==> src/rtl/rsync_pkg.sv <==
package rsync_pkg;

  typedef enum logic [1:0] {
    ST_HUNT  = 2'd0,
    ST_START = 2'd1,
    ST_DATA  = 2'd2
  } rxState_t;

  // Strobes from control to datapath
  typedef struct packed {
    logic filtEnable;  // count raw line activity toward a filtered change
    logic sample16;    // oversampled-mode bit strobe
  } ctrlStrobes_t;

endpackage

==> src/rtl/rsync_datapath.sv <==
module rsync_datapath
  import rsync_pkg::*;
#(
  parameter int STABLE_EDGES = 3
) (
  input  logic         clk,
  input  logic         rst,
  input  logic         rxLine,
  input  logic         mode16,
  input  ctrlStrobes_t ctrl,
  output logic         flip,
  output logic         filtLevel,
  output logic         sampleStrobe,
  output logic         sampleBit
);

  localparam int CNT_W = $clog2(STABLE_EDGES + 1);
  localparam logic [CNT_W-1:0] LAST_CNT = CNT_W'(STABLE_EDGES - 1);

  logic [CNT_W-1:0] stableCnt;
  logic             oneXBit;
  logic             oneXValid;
  logic             differ;

  assign differ = rxLine != filtLevel;
  assign flip   = ctrl.filtEnable && differ && (stableCnt == LAST_CNT);

  // Glitch filter: the new level must persist for STABLE_EDGES samples
  always_ff @(posedge clk) begin
    if (rst) begin
      stableCnt <= '0;
      filtLevel <= 1'b1;
    end else if (!ctrl.filtEnable || !differ) begin
      stableCnt <= '0;
    end else if (flip) begin
      filtLevel <= rxLine;
      stableCnt <= '0;
    end else begin
      stableCnt <= stableCnt + 1'b1;
    end
  end

  // Direct path for 1x mode
  always_ff @(posedge clk) begin
    if (rst) begin
      oneXBit   <= 1'b1;
      oneXValid <= 1'b0;
    end else begin
      oneXBit   <= rxLine;
      oneXValid <= !mode16;
    end
  end

  assign sampleStrobe = mode16 ? ctrl.sample16 : oneXValid;
  assign sampleBit    = mode16 ? filtLevel : oneXBit;

  // a filtered change needs three samples of the new level
  p_filter_stable_r1: assert property (@(posedge clk) disable iff (rst)
    (filtLevel != $past(filtLevel)) |->
      ($past(rxLine) == filtLevel && $past(rxLine, 2) == filtLevel &&
       $past(rxLine, 3) == filtLevel));

  // 1x mode passes the previous line sample on every cycle
  p_onex_path_r8: assert property (@(posedge clk) disable iff (rst)
    (!mode16 && !$past(mode16) && !$past(rst)) |->
      (sampleStrobe && sampleBit == $past(rxLine)));

endmodule

==> src/rtl/rsync_control.sv <==
module rsync_control
  import rsync_pkg::*;
#(
  parameter int OVERSAMPLE = 16
) (
  input  logic         clk,
  input  logic         rst,
  input  logic         mode16,
  input  logic         rearm,
  input  logic         flip,
  input  logic         filtLevel,
  output ctrlStrobes_t ctrl,
  output logic         startDet
);

  localparam int PH_W = $clog2(OVERSAMPLE);
  localparam logic [PH_W-1:0] START_PH  = PH_W'(OVERSAMPLE / 2);
  localparam logic [PH_W-1:0] SAMPLE_PH = PH_W'(OVERSAMPLE / 2);
  localparam logic [PH_W-1:0] BLANK_PH  = PH_W'(OVERSAMPLE / 4 - 1);
  localparam logic [PH_W-1:0] WRAP_PH   = PH_W'(OVERSAMPLE - 1);

  rxState_t        state;
  logic [PH_W-1:0] phase;
  logic            blank;
  logic            resync;
  logic [PH_W-1:0] phaseNext;

  assign phaseNext = (phase == WRAP_PH) ? '0 : phase + 1'b1;
  assign resync    = (state == ST_DATA) && flip && !blank;

  assign ctrl.filtEnable = !((state == ST_DATA) && blank);
  assign ctrl.sample16   = (state == ST_DATA) && (phase == SAMPLE_PH);
  assign startDet        = (state == ST_START) && (phase == START_PH);

  always_ff @(posedge clk) begin
    if (rst || !mode16) begin
      state <= ST_HUNT;
      phase <= '0;
      blank <= 1'b0;
    end else if (rearm) begin
      state <= ST_HUNT;
      phase <= '0;
      blank <= 1'b0;
    end else begin
      unique case (state)
        ST_HUNT: begin
          if (flip && filtLevel) begin
            state <= ST_START;
            phase <= '0;
          end
        end
        ST_START: begin
          if (phase == START_PH) begin
            state <= ST_DATA;
            phase <= phaseNext;
          end else if (flip) begin
            state <= ST_HUNT;
            phase <= '0;
          end else begin
            phase <= phaseNext;
          end
        end
        ST_DATA: begin
          if (resync) begin
            phase <= '0;
            blank <= 1'b1;
          end else begin
            phase <= phaseNext;
            if (blank && phase == BLANK_PH) blank <= 1'b0;
          end
        end
        default: begin
          state <= ST_HUNT;
          phase <= '0;
          blank <= 1'b0;
        end
      endcase
    end
  end

  // a start is accepted only while the filtered line is low, for one cycle
  p_start_low_r2: assert property (@(posedge clk) disable iff (rst)
    startDet |-> (!filtLevel ##1 !startDet));

  // a rise during the start check aborts it
  p_false_start_r3: assert property (@(posedge clk) disable iff (rst)
    (state == ST_START && flip && phase != START_PH) |=>
      (state == ST_HUNT && !startDet));

  // bit strobes are single-cycle pulses
  p_strobe_single_r5: assert property (@(posedge clk) disable iff (rst)
    ctrl.sample16 |=> !ctrl.sample16);

  // the filter stays quiet right after a phase restart
  p_blank_quiet_r7: assert property (@(posedge clk) disable iff (rst)
    resync |=> (!flip ##1 !flip ##1 !flip));

endmodule

==> src/rtl/rsync_detector.sv <==
module rsync_detector
  import rsync_pkg::*;
#(
  parameter int OVERSAMPLE   = 16,
  parameter int STABLE_EDGES = 3
) (
  input  logic clk,
  input  logic rst,
  input  logic rxLine,
  input  logic mode16,
  input  logic rearm,
  output logic sampleStrobe,
  output logic sampleBit,
  output logic startDet
);

  ctrlStrobes_t ctrl;
  logic         flip;
  logic         filtLevel;

  rsync_control #(.OVERSAMPLE(OVERSAMPLE)) u_ctrl (
    .clk      (clk),
    .rst      (rst),
    .mode16   (mode16),
    .rearm    (rearm),
    .flip     (flip),
    .filtLevel(filtLevel),
    .ctrl     (ctrl),
    .startDet (startDet)
  );

  rsync_datapath #(.STABLE_EDGES(STABLE_EDGES)) u_dp (
    .clk         (clk),
    .rst         (rst),
    .rxLine      (rxLine),
    .mode16      (mode16),
    .ctrl        (ctrl),
    .flip        (flip),
    .filtLevel   (filtLevel),
    .sampleStrobe(sampleStrobe),
    .sampleBit   (sampleBit)
  );

  // outputs idle on the first cycle after reset
  p_reset_idle_r9: assert property (@(posedge clk) disable iff (rst)
    $past(rst) |-> (!sampleStrobe && !startDet));

endmodule

==> config.mk <==
export PLATFORM = sky130hd
export DESIGN_NAME = rsync_detector
export DESIGN_NICKNAME = d
export VERILOG_FILES = /design/src/rtl/rsync_pkg.sv /design/src/rtl/rsync_datapath.sv /design/src/rtl/rsync_control.sv /design/src/rtl/rsync_detector.sv
export SDC_FILE = /design/constraint.sdc
export NUM_CORES = 1
export LEC_CHECK = 0
export ABC_AREA = 0
export BUFFER_PORTS_ARGS = -buffer_cell sky130_fd_sc_hd__buf_2
export CORE_MARGIN = 2
export CORE_UTILIZATION = 50
export DETAILED_ROUTE_END_ITERATION = 12
export MAX_ROUTING_LAYER = met4
export PLACE_DENSITY = 0.7
export SETUP_SLACK_MARGIN = 0.1
export SLEW_MARGIN = 20
export SYNTH_ARGS = -nofsm -noshare
export SYNTH_HDL_FRONTEND = slang
export SYNTH_HIERARCHICAL = 1
export SYNTH_SLANG_ARGS = --single-unit
==> constraint.sdc <==
create_clock -name clk -period 5.7 [get_ports clk]
set_input_delay 0.285 -clock clk [delete_from_list [all_inputs] [get_ports clk]]
set_output_delay 0.285 -clock clk [all_outputs]
set_load 0.005 [all_outputs]
==> run summary <==
Initial DRC Count: 9
cts repair resizes: 0
Final period util: 40.93%
final hold vios: 0
CP bufs+invs: 2
cell count after placement: 101
CTS buffer count: 3
Layout area overhead: 10.21%
Yosys warning count: 6
overall routed net length: 1300 um
initial antenna violation count: 0
GRT Residual Overflow: 0
largest net degree at the start of global routing: 10
post-synthesis register bit count: 12
DP HPWL: 983.6 um
final std cells w/o fill: 104
Max Clock Freq: 0.4286 GHz
CP max FO: 9
Slew HR: 71.98%
vias in the first global route: 484
Pleak: 0.2916 nW
peak supply drop: 0.1126 mV
Die Ht: 41.70 um
Syn Area/Cell: 8.884 um2
Post-Place Worst Slack: 3.392 ns
routability congestion estimate: 0.7794
layout cells sized above 1: 22.47%
core area: 1318 um2
Crit path largest cell delay: 0.36 ns
CP max stage cell: dfxtp_1
CTS Hold Bufs: 0
CTS tree: built
skew final: 0.007810 ns
diode count: 0
crit path cell chain: inv_1, ha_1, and2_1, inv_1, nand2_1, nor2_1, a21boi_2, a311oi_2, mux2i_1, nor2_1
Synth Instances: 80
RSZ-0062 raised after global routing: no
global-route wire length before repair: 2097 um
clk sink count: 12
worst skew pair latency: 0.27 ns
clk buf depth: 2
Unique masters post-synth: 34
Die Area: 1739 um2
Rows: 13
Worst Tran Pin Value: 0.4178 ns
share of the synthesized area in the top cell type: 33.80%
Root Driver: clkbuf_4
DRC Markers: 0
outcome: finished, final reports clean
setup TNS: 0 ns
Crit Path Class: reg2reg
WL/cell: 12.50 um
DR WL met3: 47 um
post-synth net total: 91
CP arrival: 2.49 ns
Final Cell Area: 783.3 um2
wl on met1: 633 um
Synth area leaders: dfxtp_1 34%, ha_1 11%, inv_1 4.2%
postcts setup bufs: 0
initial core utilization: 53.94%
CP Launch Type: flip-flop
final core occ: 59.45%
post-route ant nets: 0
H-tree levels: 1
PnR worst setup slack: 3.367 ns
Netlist Area Pre-Place: 710.7 um2
width of the chip: 41.70 um
PD cells: 190.7 nW/um2
Final Max Tran Viols: 0
number of port buffers: 7
Area after DPL: 760.7 um2
I/O pin total: 8
Final min period: 2.333 ns
Critical Path End Type: flip-flop
total track usage: 16.23%
Finish-stage setup viols: 0
DRT Pass-1 Iters: 4
via count: 579
vias per inst: 5.567
Worst Path Required: 5.85 ns
Hold Crit Class: in2reg
met2 WL: 612 um
CP top delay family: simple AND/OR/NAND/NOR gates
max-cap viol count: 0
DR top layer: met4
register area share after synthesis: 33.80%
post-synth top area cell: dfxtp_1
nets@finish: 102
Clock transition at path regs: 0.07 ns
[cells in the mapped netlist]
master    number
a211o_2        1
a21boi_2       1
a21oi_1        3
a22oi_1        1
a311oi_1       2
a311oi_2       1
a31oi_1        1
a41o_1         1
and2_1         1
and3_1         1
and3_2         1
and4b_2        1
clkbuf_1       1
dfxtp_1       12
ha_1           6
inv_1          8
mux2_2         2
mux2i_1        1
nand2_1        4
nand2b_1       3
nand3_1        2
nand3b_1       1
nand3b_4       1
nor2_1         8
nor2b_1        1
nor3_1         2
nor3b_1        1
nor4_1         2
o21ai_0        5
o21ba_2        1
o31a_1         1
or2_2          1
or3b_1         1
xnor2_1        1
[area by class of cell]
class                           count  area [um2]
Fill cell                         129       534.3
Multi-Input combinational cell     59       436.7
Sequential cell                    12       240.2
Timing Repair Buffer                7       35.03
Inverter                            8       30.03
Clock buffer                        3       22.52
Tap cell                           15       18.77
[worst paths after layout]
check                                from                      endpoint  slack (ns)  cells past startpoint
min reg2reg  u_dp/stableCnt[0]$_SDFF_PP0_  u_dp/stableCnt[0]$_SDFF_PP0_        0.49                      2
max          u_ctrl/state[0]$_SDFFE_PP0P_  u_ctrl/state[1]$_SDFFE_PP0P_        3.37                     10
min                                mode16     u_dp/oneXValid$_SDFF_PP0_        0.21                      2
max reg2reg  u_ctrl/state[0]$_SDFFE_PP0P_  u_ctrl/state[1]$_SDFFE_PP0P_        3.37                     10
[power by group]
part           total, mW  internal, mW  switching (mW)  leakage [nW]
logic             0.0127       0.00630         0.00640         0.180
clock network     0.0495        0.0244          0.0251        0.0138
registers         0.0872        0.0861         0.00108        0.0976
[layout by cell type, fill, tap and decap left out, types with 2 or more instances in the layout]
master    instances
ha_1              6
nand2_1           4
buf_2             7
nor2_1            8
a311oi_1          2
clkbuf_4          3
nand2b_1          3
nor4_1            2
dfxtp_1          12
mux2_2            2
o21ai_0           5
a21oi_1           3
nand3_1           2
nor3_1            2
inv_1             8
[metrics by stage]
step	hold WS, ns	total power [mW]
global route	0.2137	0.1572
floorplan	0.3517	0.09747
CTS	0.2037	0.1525
global placement	0.4776	0.1017
detailed placement	0.4702	0.1019
finish	0.2141	0.1494
[registers in the layout (all words and copies together), names as in the netlist]
register        flops
u_dp/filtLevel      1
u_ctrl/phase        4
u_dp/oneXBit        1
u_dp/stableCnt      2
u_dp/oneXValid      1
u_ctrl/blank        1
u_ctrl/state        2
[kinds of logic after synthesis]
kind of cell    after synthesis  share of synthesized area [%]
buf+inv                       9                          4.753
simple gates                 31                          25.88
mux                           3                          4.577
xor+xnor                      1                          1.233
flops                        12                          33.80
compound gates               18                          19.19
fa+ha+maj                     6                          10.56
[per-layer routing]
| metal | GRT usage (%) | vias up |
|---|---|---|
| met1 | 20.11 | 264 |
| met3 | 7.826 | 2 |
| li1 | - | 304 |
| met4 | 3.871 | 0 |
| met5 | - | - |
| met2 | 23.75 | 9 |
No activity file was read; power rests on OpenSTA's default activity.
